<file path="config.mk">
export PLATFORM = sky130hd
export DESIGN_NAME = rxa_align_top
export DESIGN_NICKNAME = d
export VERILOG_FILES = /design/src/rtl/rxa_pkg.sv /design/src/rtl/rxa_capture.sv /design/src/rtl/rxa_err.sv /design/src/rtl/rxa_integ.sv /design/src/rtl/rxa_settle.sv /design/src/rtl/rxa_align_top.sv
export SDC_FILE = /design/constraint.sdc
export NUM_CORES = 1
export LEC_CHECK = 0
export BUFFER_PORTS_ARGS = -buffer_cell sky130_fd_sc_hd__buf_4
export CAP_MARGIN = 20
export CORE_MARGIN = 2
export CORE_UTILIZATION = 26
export CTS_CLUSTER_SIZE = 30
export DETAILED_ROUTE_END_ITERATION = 12
export PLACE_DENSITY = 0.51
export SLEW_MARGIN = 20
export SYNTH_ARGS = -nofsm -noshare
export SYNTH_HDL_FRONTEND = slang
export SYNTH_SLANG_ARGS = --single-unit
</file>
<file path="constraint.sdc">
create_clock -name clk -period 8.25 [get_ports clk]
set_input_delay 1.2375 -clock clk [delete_from_list [all_inputs] [get_ports clk]]
set_output_delay 1.2375 -clock clk [all_outputs]
set_load 0.05 [all_outputs]
</file>
<file path="src/rtl/rxa_pkg.sv">
package rxa_pkg;
  localparam int unsigned GAIN_LO = 4;
  localparam int unsigned GAIN_HI = 12;
  typedef enum logic {CH_SIN = 1'b0, CH_COS = 1'b1} chan_e;
endpackage

</file>
<file path="src/rtl/rxa_capture.sv">
// Counts sample positions in the frame and latches each channel at the
// two zero-crossing positions and at the quarter-frame peak position.
module rxa_capture #(
  parameter int SMP_W     = 12,
  parameter int FRAME_LEN = 32,
  parameter int POS_W     = 5
) (
  input  logic                    clk,
  input  logic                    rst,
  input  logic                    smp_vld,
  input  logic [1:0][SMP_W-1:0]   smp_in,
  output logic [POS_W-1:0]        pos,
  output logic [1:0][SMP_W-1:0]   at_z0,
  output logic [1:0][SMP_W-1:0]   at_pk,
  output logic [1:0][SMP_W-1:0]   at_z1
);
  localparam logic [POS_W-1:0] P_Z0   = '0;
  localparam logic [POS_W-1:0] P_PK   = POS_W'(FRAME_LEN / 4);
  localparam logic [POS_W-1:0] P_Z1   = POS_W'(FRAME_LEN / 2);
  localparam logic [POS_W-1:0] P_LAST = POS_W'(FRAME_LEN - 1);

  always_ff @(posedge clk) begin
    if (rst) begin
      pos <= '0;
    end else if (smp_vld) begin
      pos <= (pos == P_LAST) ? '0 : pos + 1'b1;
    end
  end

  always_ff @(posedge clk) begin
    if (rst) begin
      at_z0 <= '0;
      at_pk <= '0;
      at_z1 <= '0;
    end else if (smp_vld) begin
      for (int ch = 0; ch < 2; ch++) begin
        if (pos == P_Z0) at_z0[ch] <= smp_in[ch];
        if (pos == P_PK) at_pk[ch] <= smp_in[ch];
        if (pos == P_Z1) at_z1[ch] <= smp_in[ch];
      end
    end
  end
endmodule

</file>
<file path="src/rtl/rxa_err.sv">
// Picks the channel with the stronger envelope and forms its zero-crossing error.
module rxa_err
  import rxa_pkg::*;
#(
  parameter int SMP_W = 12
) (
  input  logic [1:0][SMP_W-1:0] at_z0,
  input  logic [1:0][SMP_W-1:0] at_pk,
  input  logic [1:0][SMP_W-1:0] at_z1,
  output chan_e                 sel,
  output logic signed [SMP_W:0] err,
  output logic [SMP_W:0]        err_mag
);
  function automatic logic [SMP_W:0] mag(input logic [SMP_W-1:0] v);
    logic [SMP_W:0] x;
    x = {v[SMP_W-1], v};
    return x[SMP_W] ? (~x + 1'b1) : x;
  endfunction

  logic signed [SMP_W:0] diff [2];

  for (genvar ch = 0; ch < 2; ch++) begin : g_diff
    assign diff[ch] = $signed({at_z0[ch][SMP_W-1], at_z0[ch]})
                    - $signed({at_z1[ch][SMP_W-1], at_z1[ch]});
  end

  always_comb begin
    sel     = (mag(at_pk[1]) > mag(at_pk[0])) ? CH_COS : CH_SIN;
    err     = (sel == CH_COS) ? diff[1] : diff[0];
    err_mag = err[SMP_W] ? (~err + 1'b1) : err;
  end
endmodule

</file>
<file path="src/rtl/rxa_integ.sv">
// Integral-only delay accumulator, wrapping modulo one carrier period.
module rxa_integ
  import rxa_pkg::*;
#(
  parameter int SMP_W = 12,
  parameter int ACC_W = 16,
  parameter int GSH_W = 4
) (
  input  logic                  clk,
  input  logic                  rst,
  input  logic                  upd,
  input  logic [ACC_W-1:0]      start_dly,
  input  logic [GSH_W-1:0]      gain_sh,
  input  logic signed [SMP_W:0] err,
  output logic [ACC_W-1:0]      acc
);
  localparam logic [GSH_W-1:0] SH_LO = GSH_W'(GAIN_LO);
  localparam logic [GSH_W-1:0] SH_HI = GSH_W'(GAIN_HI);

  logic [GSH_W-1:0]        sh;
  logic signed [ACC_W-1:0] err_x;
  logic signed [ACC_W-1:0] step;

  always_comb begin
    if (gain_sh < SH_LO)      sh = SH_LO;
    else if (gain_sh > SH_HI) sh = SH_HI;
    else                      sh = gain_sh;
    err_x = {{(ACC_W-SMP_W-1){err[SMP_W]}}, err};
    step  = err_x >>> sh;
  end

  always_ff @(posedge clk) begin
    if (rst)      acc <= start_dly;
    else if (upd) acc <= acc + $unsigned(step);
  end
endmodule

</file>
<file path="src/rtl/rxa_settle.sv">
// Lock detector with hysteresis: N quiet frames to set, one loud frame to clear.
module rxa_settle #(
  parameter int SMP_W    = 12,
  parameter int SETTLE_N = 8
) (
  input  logic             clk,
  input  logic             rst,
  input  logic             upd,
  input  logic [SMP_W:0]   err_mag,
  input  logic [SMP_W-1:0] thr,
  output logic             settled
);
  localparam int CNT_W = $clog2(SETTLE_N + 1);
  localparam logic [CNT_W-1:0] CNT_TOP  = CNT_W'(SETTLE_N);
  localparam logic [CNT_W-1:0] CNT_LAST = CNT_W'(SETTLE_N - 1);

  logic [CNT_W-1:0] cnt;
  logic             quiet, loud;

  always_comb begin
    quiet = err_mag < {1'b0, thr};
    loud  = err_mag > {thr, 1'b0};
  end

  always_ff @(posedge clk) begin
    if (rst) begin
      cnt     <= '0;
      settled <= 1'b0;
    end else if (upd) begin
      if (quiet) begin
        if (cnt != CNT_TOP)  cnt <= cnt + 1'b1;
        if (cnt >= CNT_LAST) settled <= 1'b1;
      end else if (loud) begin
        cnt     <= '0;
        settled <= 1'b0;
      end else begin
        cnt <= '0;
      end
    end
  end
endmodule

</file>
<file path="src/rtl/rxa_align_top.sv">
module rxa_align_top
  import rxa_pkg::*;
#(
  parameter int SMP_W     = 12,
  parameter int ACC_W     = 16,
  parameter int FRAME_LEN = 32,
  parameter int GSH_W     = 4,
  parameter int SETTLE_N  = 8,
  localparam int POS_W    = $clog2(FRAME_LEN)
) (
  input  logic             clk,
  input  logic             rst,
  input  logic [ACC_W-1:0] start_dly,
  input  logic [GSH_W-1:0] gain_sh,
  input  logic [SMP_W-1:0] settle_thr,
  input  logic             smp_vld,
  input  logic [SMP_W-1:0] smp_sin,
  input  logic [SMP_W-1:0] smp_cos,
  input  logic             half_rdy,
  input  logic             half_sel,
  output logic [ACC_W-1:0] dly_acc,
  output logic [POS_W-1:0] phase_idx,
  output logic             settled
);
  logic [1:0][SMP_W-1:0] smp_pair;
  logic [1:0][SMP_W-1:0] at_z0, at_pk, at_z1;
  logic [POS_W-1:0]      pos;
  chan_e                 sel;
  logic signed [SMP_W:0] err;
  logic [SMP_W:0]        err_mag;
  logic                  upd;

  assign smp_pair = {smp_cos, smp_sin};
  assign upd      = half_rdy & half_sel;

  rxa_capture #(.SMP_W(SMP_W), .FRAME_LEN(FRAME_LEN), .POS_W(POS_W)) u_cap (
    .clk(clk), .rst(rst), .smp_vld(smp_vld), .smp_in(smp_pair),
    .pos(pos), .at_z0(at_z0), .at_pk(at_pk), .at_z1(at_z1)
  );

  rxa_err #(.SMP_W(SMP_W)) u_err (
    .at_z0(at_z0), .at_pk(at_pk), .at_z1(at_z1),
    .sel(sel), .err(err), .err_mag(err_mag)
  );

  rxa_integ #(.SMP_W(SMP_W), .ACC_W(ACC_W), .GSH_W(GSH_W)) u_int (
    .clk(clk), .rst(rst), .upd(upd), .start_dly(start_dly),
    .gain_sh(gain_sh), .err(err), .acc(dly_acc)
  );

  rxa_settle #(.SMP_W(SMP_W), .SETTLE_N(SETTLE_N)) u_set (
    .clk(clk), .rst(rst), .upd(upd), .err_mag(err_mag),
    .thr(settle_thr), .settled(settled)
  );

  always_ff @(posedge clk) begin
    if (rst) phase_idx <= start_dly[ACC_W-1 -: POS_W];
    else     phase_idx <= pos + dly_acc[ACC_W-1 -: POS_W];
  end
endmodule

</file>
# Yosys cells after proc, flatten, opt, wreduce, memory -nomap -nowiden
# Cells that the tools add are included.
[word_totals]
register_bits = 103
elab_cells = 61
[classes]
n_addsub = 9
magnitude_cmp = 6
eq_ne = 6
n_shift = 1
mux = 16
bitwise = 4
reduce_logical = 8
[op_table]
columns = ["op", "n"]
rows = [
  ["two-way mux 13 bit", 4],
  ["adder 13 x 1 -> 13 bit, second input constant", 3],
  ["NOT 13 bit", 3],
  ["two-way mux 16 bit", 2],
  ["> comparator 13 bit", 2],
  ["subtractor 12 x 12 -> 13 bit", 2],
  ["adder 16 bit", 1],
  ["two-way mux 4 bit", 4],
  [">>> shifter 13 x 4 -> 16 bit", 1],
  ["< comparator 13 x 12 -> 1 bit", 1],
  ["== test 5 bit, second input constant", 2],
  ["two-way mux 5 bit", 2],
  ["AND reduction 2 bit", 4],
  ["adder 5 x 1 -> 5 bit, second input constant", 1],
  ["adder 5 bit", 1],
  ["== test 5 x 4 -> 1 bit, second input constant", 1],
  ["logical NOT 5 bit", 1],
  ["adder 4 x 1 -> 4 bit, second input constant", 1],
  [">= comparator 4 x 3 -> 1 bit, second input constant", 1],
  ["> comparator 4 bit, second input constant", 1],
  ["< comparator 4 x 3 -> 1 bit, second input constant", 1],
  ["two-way mux 1 bit", 4],
  ["inequality test 2 bit, second input constant", 2],
  ["inequality test 4 bit, second input constant", 1],
  ["other kinds (3)", 4],
]

# Logic depth before layout (Yosys ltp)
[logic_depth]
ltp_word = 12
depth_mapped = 29

# Modules after synthesis
# From an unflattened synthesis, not the netlist that was laid out.
[hier_totals]
hier_cells = 988
hier_area_um2 = 8697.1
[modules_own_cells]
columns = ["mod", "n_inst", "cells_each", "area_each_um2", "seq_area_each_um2"]
rows = [
  ["rxa_capture", 1, 296, 3228.1, 1541.5],
  ["rxa_err", 1, 336, 2394.8, 0.0],
  ["rxa_integ", 1, 209, 1859.3, 480.5],
  ["rxa_settle", 1, 109, 875.8, 100.1],
  ["rxa_align_top", 1, 38, 339.1, 100.1],
]

# Least setup slack after synthesis
# No wires, ideal clock.
[synth_timing]
kind = "register to register"
startpoint = "register u_cap.at_pk[14] in the netlist's numbering"
endpoint = "register u_int.acc[15], data pin"
setup_ns = 0.260
arrival_ns = 5.314
t_required_ns = 7.990
slack_ns = 2.676
path_stages_with_launch = 27
path_buffers = 1
cell_sequence = "dfxtp_1 nor3_1 nand3b_1 or2_2 o41ai_1 xnor2_1 ha_1 a211oi_1 nor2_1 a211oi_2 a21o_2 buf_4 o2111ai_1 o31ai_2 mux2i_1 mux2i_1 o221ai_1 ha_1 a211oi_1 nor2_1 o41a_1 a41oi_1 a21oi_1 a31oi_1 o21ai_0 xnor2_1 mux2_2"
[synth_between]
elab_chain_cells = 10
[synth_rtl]
columns = ["item", "line", "rtl"]
rows = [
  ["from (decl)", "rxa_capture.sv:14", "output logic [1:0][SMP_W-1:0] at_pk,"],
  ["from (signal, indexed assignment)", "rxa_capture.sv:38", "if (pos == P_PK) at_pk[ch] <= smp_in[ch];"],
  ["NOT 13 bit", "rxa_err.sv:17", "return x[SMP_W] ? (~x + 1'b1) : x;"],
  ["adder 13 x 1 -> 13 bit", "rxa_err.sv:17", ""],
  ["two-way mux 13 bit *", "rxa_err.sv:17", ""],
  ["> comparator 13 bit *", "rxa_err.sv:28", "sel = (mag(at_pk[1]) > mag(at_pk[0])) ? CH_COS : CH_SIN;"],
  ["two-way mux 1 bit *", "rxa_err.sv:28", ""],
  ["two-way mux 13 bit *", "rxa_err.sv:29", "err = (sel == CH_COS) ? diff[1] : diff[0];"],
  [">>> shifter 13 x 4 -> 16 bit *", "rxa_integ.sv:29", "step = err_x >>> sh;"],
  ["adder 16 bit *", "rxa_integ.sv:34", "else if (upd) acc <= acc + $unsigned(step);"],
  ["two-way mux 16 bit *", "rxa_integ.sv:34", ""],
  ["two-way mux 16 bit *", "rxa_integ.sv:33", "if (rst) acc <= start_dly;"],
  ["to (signal assigned)", "rxa_integ.sv:33", ""],
  ["to (signal assigned)", "rxa_integ.sv:34", ""],
  ["to (decl)", "rxa_integ.sv:15", "output logic [ACC_W-1:0] acc"],
]
# Mark *: on every way between the ends. The rest lies on a longest branch, timed or not. The select of a mux whose other input is x is not followed.
# A chain may end at the register's enable or synchronous reset.

# Final worst setup path
# Same ends and word-level chain as after synthesis.

==> impl_summary.txt <==
----------------------------------------------------
[Run status]
  Status ... finished, final reports clean

[Power]
  Cell leakage power ... about 3.7 nW
  Peak supply drop ... ~0.15 mV
  Post-layout total power ... between 0.002 and 0.0025 W
  Power Density ... between 200 and 250 nW/um^2

[Worst setup path]
  Slowest stage delay, CP ... between 800 and 900 ps
  Slowest cell on the critical path ... a21oi_2
  Crit path kind ... reg -> reg
  CP required ... 8360 ps
  Worst path top cell family by delay ... compound AO/OA/AOI/OAI gates
  Arrival time at the worst endpoint ... roughly 7000 ps
  Kind of end point of the critical path ... flip-flop
  Total buffers and inverters traversed by the critical path ... 1
  Largest driver fanout on the critical path ... 21
  Worst setup SP type ... flip-flop
  Worst path cell trace ... nor3_1 -> nand3b_1 -> or2_2 -> o41ai_1 -> xnor2_1 -> ha_1 -> nand4_1 -> nor2_1 -> a211oi_2 -> a21oi_2 -> a32o_1 -> inv_2 -> a22oi_1 -> o221ai_1 -> ha_1 -> a211oi_1 -> nor2_1 -> o41a_1 -> a41oi_1 -> a21oi_1 -> a31oi_1 -> o21ai_0 -> xnor2_1 -> mux2_2
  Register-to-register setup slack ... about 1400 ps

[Placement]
  Post-DP HPWL ... around 17,000 um
  Number of port buffers ... slightly above 80
  Routability Congestion ... roughly 0.80

[Final layout]
  # nets final ... 1,213
  Area occupied by multi-input gates ... approximately 5300 um^2
  Diodes inserted ... 0
  Filler cell count ... approximately 3,300
  FF/Latch Area ... approximately 2200 um^2
  Final cell utilization of the core ... 0.308
  Synth-to-Final Area Change ... 16.1%
  Fraction of layout instances using a drive strength above 1 ... 0.126

[Synthesis]
  Average cell area after synthesis ... roughly 7.9 um^2
  Biggest area contributors in the synthesized netlist ... dfxtp_1 (22%), ha_1 (14%), nand2_1 (9.5%)
  Yosys synthesis warning count ... 0
  Post-synth top area share ... 0.220
  Prevailing post-synth register cell ... dfxtp_1
  Mapped cell area ... between 7000 and 8000 um^2
  Async set-reset flop share out of synthesis ... 0
  Commonest cells post-synth ... nand2_1 (199), a21oi_1 (109), dfxtp_1 (87), ha_1 (87), inv_1 (66)
  Yosys top cell by area ... dfxtp_1
  Post-synthesis instance total ... between 1,000 and 1,500
  Post-synth EDFFs ... 16
  Post-synth net total ... around 1,200
  Sequential-to-total area share from yosys stat ... 0.281
  Count of distinct cell types in the synthesized netlist ... 80
  Flip-flop and latch count after synthesis ... a little over 100
  Most used standard cell by instance count after synthesis ... nand2_1

[GRT]
  Number of antenna violations at the first check in global routing ... 0
  Global-route wire length before repair ... about 35,000 um
  GRT Overall Usage ... 0.136
  Final global-route overflow total ... 0
  Largest net degree at the start of global routing ... between 90 and 100
  Via count of the first global-routing pass ... roughly 6,800

[Clocking]
  Number of buffers created by CTS ... 9
  CTS tree ... built
  Reg clk slew, reported paths ... 80 ps
  Clock root buffer ... clkbuf_16
  Number of buffers inserted by hold repair at cts ... 0
  Clock Path Buffers ... 2
  Number of sinks driven by the clock tree ... slightly above 100
  Post-CTS setup buffer count ... 0
  Resized Gates After CTS ... 0
  Clock latency at the later pin of the worst-skew pair ... between 300 and 400 ps
  H-Tree Depth ... 3

[Routing]
  DRT Wirelength ... around 21,000 um
  Pre-Repair DR Iteration Count ... 5
  Post-route DRC violation count ... 0
  Number of vias after detailed routing ... 6,983
  Via density per instance ... around 4.8
  DRC violation total after the first TritonRoute iteration ... approximately 360
  Antenna Nets Post-Route ... 0
  Average routed wire per standard cell ... ~15 um

[Timing]
  Clock Skew ... ~9.4 ps
  Portion of the clock cycle consumed by the worst path in the final layout ... 0.836
  Max Clock Freq ... roughly 140 MHz
  RSZ-0062 raised after global routing ... false
  Time the worst path needs with I/O delays and setup ... slightly below 7000 ps
  Final-report setup violation count ... 0
  Worst slew slack as a fraction of its limit ... 0.279
  Final count of pins violating max slew ... 0
  Slew at the pin closest to its max-slew limit ... between 1000 and 1500 ps
  Number of endpoints with negative hold slack in the final report ... 0
  Setup tns final ... 0 ps

[Worst hold path]
  HP Class ... reg -> reg

[Floorplan]
  Placement Rows ... between 60 and 70
  Ports placed on the boundary ... 83
  Starting density of the core ... 0.265
  Chip width ... ~180 um
  Die ar. ... between 30,000 and 40,000 um^2
  Area of the placeable core ... 29,800 um^2
  Vertical die dimension ... approximately 180 um

[Flow run]
  Number of max-cap violations ... 0

----------------------------------------------------
[cells by family after synthesis]
group / share of synthesized area
and+or+nand+nor: 0.208
AOI/OAI and AO/OA: 0.206
buffers and inverters: 0.0526
DFF: 0.281
adders and majority gates: 0.148
xor gates and xnor gates: 0.0643
muxes: 0.0393
other: 0.000950
[state kept, by name, summed over array words and instances, names as in the netlist]
name / flops
phase_idx: 5
u_cap.at_pk: 24
u_cap.at_z0: 24
u_cap.at_z1: 24
u_cap.pos: 5
u_int.acc: 16
u_set.cnt: 4
u_set.settled: 1
[routing by layer]
layer / vias up / wire length [um] / GRT usage
li1: 3636 / - / -
met1: 3261 / 10000 / 0.176
met2: 65 / 10200 / 0.237
met3: 21 / 608 / 0.0198
met4: 0 / 386 / 0.0369
met5: - / 0 / 0
[worst register-to-register path, delay by kind of cell, from the launching register on]
family | cells | cell delay, ps
AOI/OAI and AO/OA | 12 | 3780
xor gates and xnor gates | 2 | 270
adders and majority gates | 2 | 650
buffers and inverters | 1 | 270
DFF | 1 | 360
muxes | 1 | 260
and+or+nand+nor | 6 | 1080
[cells in the final DEF, fill, tap and decap left out, types with 10 or more instances in the layout]
cell	n
nand2_1	199
a21oi_1	108
ha_1	87
dfxtp_1	87
buf_4	85
inv_1	66
nor2_1	43
o21ai_0	40
xnor2_1	31
xor2_1	27
mux2i_1	22
nor3_1	21
a21o_1	18
edfxtp_1	16
nand2b_1	15
o21ai_1	14
nand3_1	13
nand4_1	11
a31oi_1	10
[area by class of cell]
cell class / count / area share
Inverter: 68 / 0.0278
Tap cell: 390 / 0.0532
Multi-Input combinational cell: 794 / 0.575
Clock inverter: 5 / 0.00436
Clock buffer: 11 / 0.0276
Timing Repair Buffer: 85 / 0.0696
Sequential cell: 103 / 0.242
[final timing paths]
kind | startpoint | end | depth (start not counted)
max | u_cap.at_pk[14]$_SDFFE_PP0P_ | u_int.acc[15]$_DFFE_PP_ | 24
min | u_cap.at_z1[3]$_SDFFE_PP0P_ | u_cap.at_z1[3]$_SDFFE_PP0P_ | 2
max reg2reg | u_cap.at_pk[14]$_SDFFE_PP0P_ | u_int.acc[15]$_DFFE_PP_ | 24
min reg2reg | u_cap.at_z1[3]$_SDFFE_PP0P_ | u_cap.at_z1[3]$_SDFFE_PP0P_ | 2
[where the power goes]
part | switching (W) | total, W | internal (W)
Clock | 0.000207 | 0.000432 | 0.000224
Sequential | 0.0000515 | 0.000632 | 0.000581
Combinational | 0.000673 | 0.00112 | 0.000447
[metrics by stage]
stage	std cells	setup WS, ps	hold slack (ps)	instance area (um^2)
global placement	1440	1510	444	8880
floorplan	1004	2680	436	7900
CTS	1456	1300	457	9170
detailed placement	1440	1340	447	8880
finish	1456	1350	456	9170
global route	1456	570	483	9170
Note: power is estimated with default switching activity, not from simulation.
